## config.mk

```make
export PLATFORM = sky130hd
export DESIGN_NAME = psg3_core
export DESIGN_NICKNAME = d
export VERILOG_FILES = /design/src/rtl/psg3_pkg.sv /design/src/rtl/psg3_slots.sv /design/src/rtl/psg3_divider.sv /design/src/rtl/psg3_noise.sv /design/src/rtl/psg3_envelope.sv /design/src/rtl/psg3_core.sv
export SDC_FILE = /design/constraint.sdc
export NUM_CORES = 1
export LEC_CHECK = 0
export BUFFER_PORTS_ARGS = -buffer_cell sky130_fd_sc_hd__buf_2
export CAP_MARGIN = 5
export CORE_ASPECT_RATIO = 2
export CORE_MARGIN = 1
export CORE_UTILIZATION = 30
export DETAILED_ROUTE_END_ITERATION = 8
export MAX_ROUTING_LAYER = met4
export PLACE_DENSITY = 0.5
export SETUP_SLACK_MARGIN = 0.05
export SLEW_MARGIN = 20
export SYNTH_ARGS = -nofsm -noshare
export SYNTH_HDL_FRONTEND = slang
export SYNTH_SLANG_ARGS = --single-unit
```

## constraint.sdc

```tcl
create_clock -name clk -period 9.3 [get_ports clk]
set_input_delay 2.79 -clock clk [delete_from_list [all_inputs] [get_ports clk]]
set_output_delay 2.79 -clock clk [all_outputs]
set_load 0.1 [all_outputs]
```

## src/rtl/psg3_pkg.sv

```systemverilog
package psg3_pkg;
  localparam int DATA_W   = 8;
  localparam int NSLOT    = 16;
  localparam int IDX_W    = $clog2(NSLOT);
  localparam int NCH      = 3;
  localparam int LVL_W    = 4;
  localparam int PRE_DIV  = 16;
  localparam int PRE_W    = $clog2(PRE_DIV);
  localparam int TONE_HI  = 4;
  localparam int TONE_W   = DATA_W + TONE_HI;
  localparam int NOISE_W  = 5;
  localparam int ENV_W    = 2 * DATA_W;
  localparam int CHAIN_N  = 20;
  localparam int CHAIN_TAP = 2;

  localparam logic [IDX_W-1:0] SLOT_NOISE = 4'd6;
  localparam logic [IDX_W-1:0] SLOT_MIX   = 4'd7;
  localparam logic [IDX_W-1:0] SLOT_LVL0  = 4'd8;
  localparam logic [IDX_W-1:0] SLOT_ELO   = 4'd11;
  localparam logic [IDX_W-1:0] SLOT_EHI   = 4'd12;
  localparam logic [IDX_W-1:0] SLOT_SHAPE = 4'd13;
  localparam logic [IDX_W-1:0] SLOT_LAST  = 4'd13;

  typedef struct packed {
    logic cont;
    logic att;
    logic alt;
    logic hold;
  } shape_t;
endpackage

```

## src/rtl/psg3_slots.sv

```systemverilog
module psg3_slots
  import psg3_pkg::*;
(
  input  logic                         clk,
  input  logic                         rst_n,
  input  logic                         sel_stb,
  input  logic                         wr_stb,
  input  logic [DATA_W-1:0]            bus_data,
  output logic [IDX_W-1:0]             idx,
  output logic [NSLOT-1:0][DATA_W-1:0] slots,
  output logic                         shape_wr
);
  assign shape_wr = wr_stb && (idx == SLOT_SHAPE);

  always_ff @(posedge clk) begin
    if (!rst_n) begin
      idx <= '0;
    end else if (sel_stb) begin
      idx <= bus_data[IDX_W-1:0];
    end
  end

  for (genvar s = 0; s < NSLOT; s++) begin : g_slot
    if (s <= int'(SLOT_LAST)) begin : g_live
      always_ff @(posedge clk) begin
        if (!rst_n) begin
          slots[s] <= '0;
        end else if (wr_stb && idx == IDX_W'(s)) begin
          slots[s] <= bus_data;
        end
      end
    end else begin : g_dead
      assign slots[s] = '0;
    end
  end
endmodule

```

## src/rtl/psg3_divider.sv

```systemverilog
module psg3_divider #(
  parameter int W = 12
) (
  input  logic         clk,
  input  logic         rst_n,
  input  logic         tick,
  input  logic         clr,
  input  logic [W-1:0] period,
  output logic         pulse
);
  logic [W-1:0] cnt;
  logic [W:0]   nxt;
  logic [W:0]   eff;
  logic         hit;

  assign nxt   = {1'b0, cnt} + (W+1)'(1);
  assign eff   = (period == '0) ? (W+1)'(1) : {1'b0, period};
  assign hit   = (nxt >= eff);
  assign pulse = tick && hit && !clr;

  always_ff @(posedge clk) begin
    if (!rst_n) begin
      cnt <= '0;
    end else if (clr) begin
      cnt <= '0;
    end else if (tick) begin
      cnt <= hit ? '0 : nxt[W-1:0];
    end
  end
endmodule

```

## src/rtl/psg3_noise.sv

```systemverilog
module psg3_noise
  import psg3_pkg::*;
(
  input  logic clk,
  input  logic rst_n,
  input  logic pulse,
  output logic noise_bit
);
  logic [CHAIN_N-1:0] chain;
  logic               phase;
  logic               fb;

  assign fb        = chain[CHAIN_N-1] ^ chain[CHAIN_TAP];
  assign noise_bit = chain[CHAIN_N-1];

  always_ff @(posedge clk) begin
    if (!rst_n) begin
      chain <= '1;
      phase <= 1'b0;
    end else if (pulse) begin
      phase <= ~phase;
      if (!phase) begin
        chain <= {chain[CHAIN_N-2:0], fb};
      end
    end
  end
endmodule

```

## src/rtl/psg3_envelope.sv

```systemverilog
module psg3_envelope
  import psg3_pkg::*;
(
  input  logic             clk,
  input  logic             rst_n,
  input  logic             step,
  input  logic             restart,
  input  logic             restart_att,
  input  shape_t           shape,
  output logic [LVL_W-1:0] level,
  output logic             held
);
  localparam logic [LVL_W-1:0] TOP = '1;

  logic [LVL_W-1:0] pos;
  logic             rising;
  logic             zero;

  assign level = zero ? '0 : (rising ? pos : ~pos);

  always_ff @(posedge clk) begin
    if (!rst_n) begin
      pos    <= '0;
      rising <= 1'b0;
      held   <= 1'b1;
      zero   <= 1'b1;
    end else if (restart) begin
      pos    <= '0;
      rising <= restart_att;
      held   <= 1'b0;
      zero   <= 1'b0;
    end else if (step && !held) begin
      if (pos != TOP) begin
        pos <= pos + LVL_W'(1);
      end else if (!shape.cont) begin
        held <= 1'b1;
        zero <= 1'b1;
      end else if (shape.hold) begin
        held <= 1'b1;
        if (shape.alt) rising <= ~rising;
      end else begin
        pos <= '0;
        if (shape.alt) rising <= ~rising;
      end
    end
  end
endmodule

```

## src/rtl/psg3_core.sv

```systemverilog
module psg3_core
  import psg3_pkg::*;
(
  input  logic              clk,
  input  logic              rst_n,
  input  logic              sel_stb,
  input  logic              wr_stb,
  input  logic [DATA_W-1:0] bus_data,
  output logic [LVL_W-1:0]  drv_a,
  output logic [LVL_W-1:0]  drv_b,
  output logic [LVL_W-1:0]  drv_c
);
  logic [PRE_W-1:0]             pre_cnt;
  logic                         tick;
  logic [IDX_W-1:0]             idx;
  logic [NSLOT-1:0][DATA_W-1:0] slots;
  logic                         shape_wr;
  logic [NCH-1:0]               tone_pulse;
  logic [NCH-1:0]               tone_q;
  logic                         noise_pulse;
  logic                         noise_bit;
  logic                         env_step;
  logic [LVL_W-1:0]             env_lvl;
  logic                         env_held;
  logic [NCH-1:0][LVL_W-1:0]    drv;

  assign tick = (pre_cnt == PRE_W'(PRE_DIV - 1));

  always_ff @(posedge clk) begin
    if (!rst_n) pre_cnt <= '0;
    else        pre_cnt <= pre_cnt + PRE_W'(1);
  end

  psg3_slots u_slots (
    .clk      (clk),
    .rst_n    (rst_n),
    .sel_stb  (sel_stb),
    .wr_stb   (wr_stb),
    .bus_data (bus_data),
    .idx      (idx),
    .slots    (slots),
    .shape_wr (shape_wr)
  );

  for (genvar k = 0; k < NCH; k++) begin : g_tone
    psg3_divider #(.W(TONE_W)) u_div (
      .clk    (clk),
      .rst_n  (rst_n),
      .tick   (tick),
      .clr    (1'b0),
      .period ({slots[2*k+1][TONE_HI-1:0], slots[2*k]}),
      .pulse  (tone_pulse[k])
    );
    always_ff @(posedge clk) begin
      if (!rst_n)             tone_q[k] <= 1'b0;
      else if (tone_pulse[k]) tone_q[k] <= ~tone_q[k];
    end
  end

  psg3_divider #(.W(NOISE_W)) u_noise_div (
    .clk    (clk),
    .rst_n  (rst_n),
    .tick   (tick),
    .clr    (1'b0),
    .period (slots[SLOT_NOISE][NOISE_W-1:0]),
    .pulse  (noise_pulse)
  );

  psg3_noise u_noise (
    .clk       (clk),
    .rst_n     (rst_n),
    .pulse     (noise_pulse),
    .noise_bit (noise_bit)
  );

  psg3_divider #(.W(ENV_W)) u_env_div (
    .clk    (clk),
    .rst_n  (rst_n),
    .tick   (tick),
    .clr    (shape_wr),
    .period ({slots[SLOT_EHI], slots[SLOT_ELO]}),
    .pulse  (env_step)
  );

  psg3_envelope u_env (
    .clk         (clk),
    .rst_n       (rst_n),
    .step        (env_step),
    .restart     (shape_wr),
    .restart_att (bus_data[2]),
    .shape       (shape_t'(slots[SLOT_SHAPE][3:0])),
    .level       (env_lvl),
    .held        (env_held)
  );

  for (genvar k = 0; k < NCH; k++) begin : g_chan
    logic             tone_ok;
    logic             noise_ok;
    logic [DATA_W-1:0] lvl_slot;
    logic [LVL_W-1:0] lvl;
    assign lvl_slot = slots[int'(SLOT_LVL0) + k];
    assign tone_ok  = tone_q[k] | slots[SLOT_MIX][k];
    assign noise_ok = noise_bit | slots[SLOT_MIX][k + NCH];
    assign lvl      = lvl_slot[LVL_W] ? env_lvl : lvl_slot[LVL_W-1:0];
    assign drv[k]   = (tone_ok && noise_ok) ? lvl : '0;
  end

  assign drv_a = drv[0];
  assign drv_b = drv[1];
  assign drv_c = drv[2];
endmodule

```

==> flow_summary.toml, run 1 <==
[clocking]
htree_levels = 4
tritoncts = "built"
post-cts-setup-buffer-count = 0
hold_buffers = 0
post_cts_resized = 0
clockBufferDepth = 2
clk_latency_ps = 450
numCtsBuffers = 17
cts.sinks = 177
cts_root_buf = "clkbuf_16"
clk_pin_slew_ps = 70

[power_and_ir_drop]
ir_drop_v = 0.0001070
internal-power_mw = 1.183
power.switching_uw = 403.7
p_comb_share_pct = 5.8
p_sw_share_pct = 25.44
p_leak_nw = 4.234
seq_power_share_pct = 48.7
power_mw = 1.587
clkPwrFrac_pct = 45.6
powerDensity_nw_per_um2 = 150.3

[floorplanning]
start_util_pct = 30.72
dieArea_um2 = 32480
core.rowCount = 91
coreArea_um2 = 30970
chipWidth_um = 127.9
io_pins = 24
die_y_um = 253.9

[yosys]
yosys.area_share.adder_pct = 8.416
syn_area_um2 = 9515
synthCells = 1098
synth_nets = 1174
dominantRegCellSynth = "dfxtp_1"
ys_warn_count = 0
synth_simple_gate_area_share_pct = 21.88
synth_area_leader_cell = "dfxtp_1"
synth_edf_count = 0
synth_cell_types = 72
yosys.area.top_type_share_pct = 37.24
synth_compound_area_share_pct = 11.66
synth.area.top_cells = "dfxtp_1, mux2i_1, ha_1, nor2_1, nand2_1"
async_flop_share_pct = 0
ys_ff_latch = 177
avgSynthCellArea_um2 = 8.666
synthMuxAreaShare_pct = 10.43
seq_area_frac_synth_pct = 37.24
synth_top_family_by_area = "simple AND/OR/NAND/NOR gates"
synth_xor_area_share_pct = 5.431

[cells_and_area]
finalNetCount = 1166
utilization_pct = 34.08
drive_above_1_share_pct = 8.522
synthToLayoutAreaGrowth_pct = 10.93

[worst_setup_path]
path_cells = "buf_2, buf_4, inv_4, nor2_1, nand3_4, nor2_2, a22o_1"
r2r_cells = 13
r2r-start = "u_env_div.cnt[0]"
cp.arrival_ps = 5150
cp_num_buf_inv = 3
rr_endpoint = "u_env_div.cnt[10]"
reg2reg_setup_slack_ps = 5470
cp_top_family = "simple AND/OR/NAND/NOR gates"
critPathSlowestCell = "nor2_1"
crit_type = "input port to flip-flop"
max_stage_delay_ps = 670
end_kind = "flip-flop"
cp-start-kind = "input port"
crit_fanout = 47
critPathRequiredTime_ps = 9680

[grt]
grt_max_degree = 57
antenna_found_initial = 2
grt_pass1_vias = 7721
grt_pass1_wl_um = 39830
grt.overflow.total = 0
grt_usage_pct = 16.49

[timing]
finalCriticalPeriod_ps = 4767
drv_slew = 0
skew_ps = 12.91
hold_viol = 0
rsz0062_at_grt = "no"
setup_viol = 0
max_freq_mhz = 209.8
tns_ps = 0
period_share_pct = 51.26
tightest_slew_ps = 864.4
fin_ws_ps = 4533
maxSlewHeadroom_pct = 42.16

[routing]
via_per_inst = 4.966
drt-total-wl_um = 24490
drc = 0
vias = 7563
drtPass1Iterations = 4
drt_iter0_markers = 355
antenna_left = 0
routedWlPerCell_um = 16.08

[outcome]
status = "complete, no violations"

[placement]
dpl.hpwl_um = 18270
port_buffers = 23
gp_congestion = 0.8541
pre_cts_slack_ps = 4054

[worst_hold_path]
holdCritPathClass = "flip-flop to flip-flop"
min_from = "pre_cnt[0]"
holdPathEnd = "pre_cnt[0]"
hold_depth = 1

[run]
max_cap_violations = 0
-- layer usage --
layer | global-route usage [%] | wire, um | part of all wire (%) | up-vias
li1 | - | - | - | 3821
met1 | 14.61 | 8802 | 36 | 3611
met2 | 32.47 | 14130 | 58 | 83
met3 | 2.779 | 546 | 2.2 | 48
met4 | 8.672 | 1015 | 4.1 | 0
met5 | - | 0 | 0 | -
-- logic make-up after synthesis --
kind of cell	Yosys count
muxes	99
and+or+nand+nor	423
DFF	177
AOI/OAI and AO/OA	159
xor gates and xnor gates	59
buffers and inverters	117
adders and majority gates	64
-- sequential cells by signal (all words and copies together), names as in the netlist --
| signal | cells |
|---|---|
| u_slots.slots | 81 |
| g_tone.u_div.cnt | 36 |
| u_noise.chain | 20 |
| u_env_div.cnt | 16 |
| u_noise_div.cnt | 5 |
| pre_cnt | 4 |
| u_env.pos | 4 |
| u_slots.idx | 4 |
| tone_q | 3 |
| u_env.held | 1 |
| u_env.rising | 1 |
| u_env.zero | 1 |
| u_noise.phase | 1 |
-- synth_stat cells, types with 7 or more instances --
library cell and n:
and2_1 8, ha_1 64, nor2_1 153, o21ai_0 40, mux2i_1 98, clkbuf_1 38
a22oi_1 7, xnor2_1 31, and3_1 10, xor2_1 28, nand3_1 47, a32o_1 12
a22o_1 11, a21o_1 9, inv_1 61, nor4_1 16, nand4_1 16, a21oi_1 28
nor3_1 17, nand2_1 92, nand2b_1 15, buf_1 8, dfxtp_1 177
-- power by group through the flow --
stage | Clock (mW) | Sequential, mW | Combinational (mW)
after global placement | 0 | 0.790 | 0.0928
after CTS | 0.743 | 0.772 | 0.0939
final | 0.723 | 0.772 | 0.0918
after detailed placement | 0 | 0.790 | 0.0937
after global routing | 0.770 | 0.773 | 0.102
after floorplan | 0 | 0.787 | 0.0650
-- area by class of cell --
class	instances	area (um^2)
tap	418	523.0
inverter	62	235.2
clock inverter	13	125.1
multi-input combinational	804	5518
timing repair buffer	28	152.6
fill	3296	20410
antenna	2	5.005
clock buffer	19	452.9
sequential	177	3543
-- layout by cell type (no fill, tap or decap), types with 5 or more instances in the layout --
cell / n
nor2_1: 153
a21oi_1: 28
a22oi_1: 7
a22o_1: 11
a32o_1: 12
nand3_1: 46
mux2i_1: 98
buf_4: 5
o21ai_0: 40
nor3_1: 16
nand2b_1: 15
and3_1: 10
a31oi_1: 6
xor2_1: 28
inv_1: 61
nand2_1: 92
nand4_1: 16
ha_1: 64
and2_1: 8
buf_2: 23
and3_4: 5
or3_1: 5
a31o_2: 5
nor3b_1: 6
o21a_1: 6
a21o_1: 9
clkbuf_16: 17
xnor2_1: 31
dfxtp_1: 177
nor4_1: 16
-- worst max path at each step --
stage	endpoint	cells after the start	start	slack [ps]
2_1_floorplan	drv_a[3]	5	u_env.rising	4390
3_3_place_gp	u_env_div.cnt[3]	7	rst_n	4100
3_5_place_dp	u_env_div.cnt[4]	7	rst_n	4050
4_1_cts	u_env_div.cnt[10]	7	rst_n	4530
5_1_grt	u_env_div.cnt[7]	7	rst_n	4350
6_report	u_env_div.cnt[10]	7	rst_n	4530
-- metrics by stage --
stage	std cells	instance area, um^2	hold WS, ps
after detailed placement	1489	9972	441.5
after global placement	1489	9966	426.3
after floorplan	1098	9515	417.5
final	1523	10560	448.5
after global routing	1523	10560	465.8
after CTS	1521	10550	451.3
(Power assumes the default switching activity.)
==> inputs of run 2 (changes only) <==
Settings changed: ABC_AREA set to 1.
Clock period 9.3 ns to 4.5 ns, I/O delays scaled along.
==> flow_summary.toml, run 2 <==
[cells_and_area]
mostFrequentLayoutCells = "nand2_1, dfxtp_1, inv_1, nor2_1, a21oi_1"
antenna_cells = 0
largest_reg_flops = 81
reg_top3 = "u_slots.slots (81), g_tone.u_div.cnt (36), u_noise.chain (20)"
utilization_pct = 33.75
drive_above_1_share_pct = 7.227
final_common_cell = "nand2_1"
synthToLayoutAreaGrowth_pct = 10.58
fin_cells = 1779
largest-register = "u_slots.slots"
final_area_um2 = 10680
fillers = 3407
finalNetCount = 1419

[yosys]
syn_area_um2 = 9661
async_flop_share_pct = 0
synth_most_common_cell = "nand2_1"
synthCells = 1354
synth.area.top_cells = "dfxtp_1, nand2_1, ha_1, a21oi_1, inv_1"
synth_area_leader_cell = "dfxtp_1"
ys_ff_latch = 177
seq_area_frac_synth_pct = 36.68
ys_warn_count = 0
synth_edf_count = 0
avgSynthCellArea_um2 = 7.135
dominantRegCellSynth = "dfxtp_1"
synth_nets = 1430
yosys.area.top_type_share_pct = 36.68
synth_common_cells = "nand2_1, dfxtp_1, inv_1"
synth_cell_types = 47

[placement]
place_area_um2 = 10090
dpl.hpwl_um = 18610
port_buffers = 23
pre_cts_slack_ps = 1185
gp_congestion = 0.8039
dp.cells = 1747

[clocking]
tritoncts = "built"
numCtsBuffers = 17
clk_latency_ps = 450
post-cts-setup-buffer-count = 0
clk_pin_slew_ps = 80
cts_root_buf = "clkbuf_16"
post_cts_resized = 0
hold_buffers = 0
htree_levels = 4
clockBufferDepth = 2
cts.sinks = 177

[timing]
hold_viol = 0
tns_ps = 0
tightest_slew_ps = 1056
rsz0062_at_grt = "no"
finalCriticalPeriod_ps = 3357
skew_ps = 13.50
max_freq_mhz = 297.9
maxSlewHeadroom_pct = 29.61
drv_slew = 0
timing.hold.ws_ps = 454.0
period_share_pct = 74.59
setup_viol = 0
fin_ws_ps = 1143

[routing]
drt-total-wl_um = 25350
vias = 8485
drt_iter0_markers = 402
via_per_inst = 4.770
drc = 0
routedWlPerCell_um = 14.25
antenna_left = 0
drtPass1Iterations = 7

[floorplanning]
dieArea_um2 = 32970
die_y_um = 255.8
coreArea_um2 = 31660
start_util_pct = 30.52
io_pins = 24
chipWidth_um = 128.9
core.rowCount = 92

[worst_hold_path]
holdCritPathClass = "flip-flop to flip-flop"

[worst_setup_path]
critPathRequiredTime_ps = 3150
cp.arrival_ps = 2010
crit_fanout = 6
crit_type = "flip-flop to output pin"
end_kind = "output pin"
cp-start-kind = "flip-flop"

[grt]
busiest_layer = "met2"
met3_usage_pct = 2.362
antenna_found_initial = 0
grt_pass1_wl_um = 41520
grt.overflow.total = 0
use_met2_pct = 32.06
grt_pass1_vias = 8395
grt_max_degree = 117
grt_usage_pct = 16.68
met1_usage_pct = 15.67

[outcome]
status = "complete, no violations"

[run]
max_cap_violations = 0

[power_and_ir_drop]
powerDensity_nw_per_um2 = 318.4
p_leak_nw = 4.474
ir_drop_v = 0.0002349
power_mw = 3.402
## run 2: changes by cell type in the layout (fill, tap and decap cells not counted), moves of 11 or more
cell and delta:
nor4_1 -12, inv_1 +104, nand2b_1 -15, o21ai_0 +59, mux2i_1 -98, a22o_1 -11, nand3_1 +12, nand2_1 +144
nand4_1 +36, a21oi_1 +120, xnor2_1 -23, a32o_1 -12
## run 2: kinds of logic (layout without fill, tap and decap cells)
family / Yosys count / count (layout) / synth area share (%)
flip-flops: 177 / 177 / 36.68
AND/OR/NAND/NOR: 569 / 569 / 26.76
buffers and inverters: 225 / 227 / 9.196
AO/OA/AOI/OAI: 283 / 283 / 15.74
XOR/XNOR: 36 / 36 / 3.342
adder cells (fa/ha/maj): 64 / 64 / 8.289
## run 2: final timing paths
kind | startpoint | endpoint | slack (ps) | cells after the start
max | u_env.rising | drv_b[1] | 1140 | 5
min | pre_cnt[0] | pre_cnt[0] | 450 | 1
max reg2reg | g_tone[0].u_div.cnt[0] | g_tone[0].u_div.cnt[0] | 1160 | 15
min reg2reg | pre_cnt[0] | pre_cnt[0] | 450 | 1
## run 2: area by class of cell
class | instances | area [um^2] | share of cell area (%)
Multi-Input combinational cell | 952 | 5229 | 48.95
Sequential cell | 177 | 3543 | 33.17
Inverter | 169 | 634.4 | 5.938
Tap cell | 423 | 529.3 | 4.954
Clock buffer | 18 | 439.2 | 4.111
Clock inverter | 14 | 157.7 | 1.476
Timing Repair Buffer | 26 | 150.1 | 1.405
## run 2: metal layers
layer  up-vias  part of all wire [%]
met5         -                     0
met4         0                   3.6
met3        39                   1.9
met2       100                    56
met1      3897                    38
li1       4449                     -
## run 2: worst max-delay path, cell delays in order (launching register included)
cell	delay, ps
dfxtp_1	390
inv_1	110
a21oi_1	130
o21ai_0	170
a211oi_1	270
buf_2	470
## run 2: power breakdown
| group | internal (mW) | total, mW | switching, mW |
|---|---|---|---|
| Sequential | 1.59 | 1.60 | 0.0137 |
| Combinational | 0.0812 | 0.292 | 0.210 |
| Clock | 0.762 | 1.51 | 0.743 |
| Total | 2.43 | 3.40 | 0.967 |
==> inputs of run 3 (changes only) <==
Settings changed: PLACE_DENSITY 0.5 to 0.52.
Clock period 4.5 ns to 2.7 ns, I/O delays scaled along.
==> flow_summary.toml, run 3 (synthesis gave the netlist of run 2 again) <==
[worst_setup_path]
cp_num_buf_inv = 0
worst-path-stages = 16
path_cells = "nand3_4, nor2_4, nand2_2, nor3_4, nand4_1, xnor2_2, ha_1, nand4_1, nor2_2, nand2_2, nand3_2, nor2_4, nand2_8, nor2_4, nand2_1, a21oi_2"
crit_type = "flip-flop to flip-flop"
cp-start-kind = "flip-flop"
critPathRequiredTime_ps = 3080
crit_fanout = 8
cp.arrival_ps = 3190
critPathSlowestCell = "dfxtp_4"
crit_top_cell = "nor2_4"
max_stage_delay_ps = 380
r2r_cells = 16
end_kind = "flip-flop"
cp_top_family = "simple AND/OR/NAND/NOR gates"

[clocking]
htree_levels = 4
clk_pin_slew_ps = 70
numCtsBuffers = 17
clockBufferDepth = 2
tritoncts = "built"
clk_latency_ps = 440
cts_root_buf = "clkbuf_16"
cts.sinks = 177

[placement]
dpl.hpwl_um = 17890
gp_congestion = 0.8155
port_buffers = 23
dp.cells = 1787

[power_and_ir_drop]
p_sw_share_pct = 28.02
p_comb_share_pct = 9.8
clkPwrFrac_pct = 43.8
ir_drop_v = 0.0003673
seq_power_share_pct = 46.4
internal-power_mw = 4.146
power.switching_mw = 1.614
powerDensity_nw_per_um2 = 486.0
p_leak_nw = 4.907

[cells_and_area]
largest_reg_flops = 81
antenna_cells = 0
fillers = 3335
reg_top3 = "u_slots.slots (81), g_tone.u_div.cnt (36), u_noise.chain (20)"
synthToLayoutAreaGrowth_pct = 22.69
mostFrequentLayoutCells = "nand2_1, inv_1, dfxtp_1, nor2_1, a21oi_1"
finalNetCount = 1483
utilization_pct = 37.44
drive_above_1_share_pct = 18.59
final_common_cell = "nand2_1"
largest-register = "u_slots.slots"
fin_cells = 1843

[routing]
via_per_inst = 4.792
antenna_left = 0
drt_iter0_markers = 347
drc = 0
drt-total-wl_um = 25890
drtPass1Iterations = 4
routedWlPerCell_um = 14.05
vias = 8832

[grt]
grt_pass1_wl_um = 42160
antenna_found_initial = 0
grt.overflow.total = 0
grt_usage_pct = 16.59
grt_pass1_vias = 8610
grt_max_degree = 117

[outcome]
status = "finished, violations left"
failed_checks = "negative setup slack"

[worst_hold_path]
holdCritPathClass = "flip-flop to flip-flop"
hold_depth = 1

[floorplanning]
io_pins = 24
coreArea_um2 = 31660
die_y_um = 255.8
core.rowCount = 92
dieArea_um2 = 32970
chipWidth_um = 128.9
start_util_pct = 30.52

[timing]
max_freq_mhz = 355.6
period_share_pct = 104.1
rsz0062_at_grt = "yes"
finalCriticalPeriod_ps = 2812
skew_ps = 13.13
fin_ws_ps = -112.0
setup_viol = 13
hold_viol = 0
tightest_slew_ps = 668.3
maxSlewHeadroom_pct = 55.10
drv_slew = 0

[run]
max_cap_violations = 0
-- run 3: changes by cell type in the layout (fill, tap and decap cells not counted), moves of 11 or more --
cell | before | now
buf_2 | 23 | 12
dfxtp_1 | 177 | 160
a211oi_1 | 12 | 0
dfxtp_2 | 0 | 13
nand2_1 | 236 | 223
a211oi_2 | 0 | 12
buf_4 | 2 | 57
nand2_2 | 5 | 16
-- run 3: per-layer routing --
layer / track usage [%] / vias to the layer above / share of wire, %
met3: 2.216 / 34 / 1.7
met4: 5.784 / 0 / 2.1
met2: 31.04 / 97 / 56
met1: 17.33 / 4126 / 40
met5: - / - / 0
li1: - / 4575 / -
-- run 3: metrics by stage --
step	worst slack [ps]	hold slack (ps)	area [um^2]	power (mW)	TNS, ps
after floorplan	-166.4	417.5	9723	3.101	-1864
after global placement	-80.16	426.5	10550	3.262	-1057
after detailed placement	-180.8	438.6	10550	3.271	-3177
after CTS	-25.32	455.4	11350	5.821	-157.7
after global routing	-280.1	482.9	11850	6.011	-4334
final	-112.0	450.3	11850	5.760	-761.5
-- run 3: final cells by class --
type / count / area (um^2) / area share (%)
Timing Repair Buffer: 87 / 760.7 / 6.418
Sequential cell: 177 / 3575 / 30.16
Clock buffer: 17 / 425.4 / 3.589
Clock inverter: 15 / 158.9 / 1.341
Tap cell: 423 / 529.3 / 4.465
Multi-Input combinational cell: 953 / 5751 / 48.52
Timing Repair inverter: 2 / 12.51 / 0.1056
Inverter: 169 / 640.6 / 5.405
-- run 3: power by group through the flow --
stage / registers (mW) / logic, mW / clock network (mW)
2_1_floorplan: 2.73 / 0.373 / 0
5_1_grt: 2.68 / 0.621 / 2.71
4_1_cts: 2.67 / 0.544 / 2.61
3_5_place_dp: 2.74 / 0.535 / 0
6_report: 2.67 / 0.564 / 2.53
3_3_place_gp: 2.73 / 0.528 / 0
-- run 3: final timing paths --
check,slack (ps),end,from
worst max-delay path,-110,u_env_div.cnt[7],u_env_div.cnt[1]
worst min-delay path,450,pre_cnt[0],pre_cnt[0]
worst max register to register,-110,u_env_div.cnt[7],u_env_div.cnt[1]
worst min register to register,450,pre_cnt[0],pre_cnt[0]
-- run 3: what timing repair did --
item / in CTS / in global routing
hold buffers: 0 / 0
resized for setup: 52 / 85
pin swaps: 28 / 43
endpoints found under the setup margin: 41 / 81
setup buffers: 3 / 16
cloned: 1 / 4
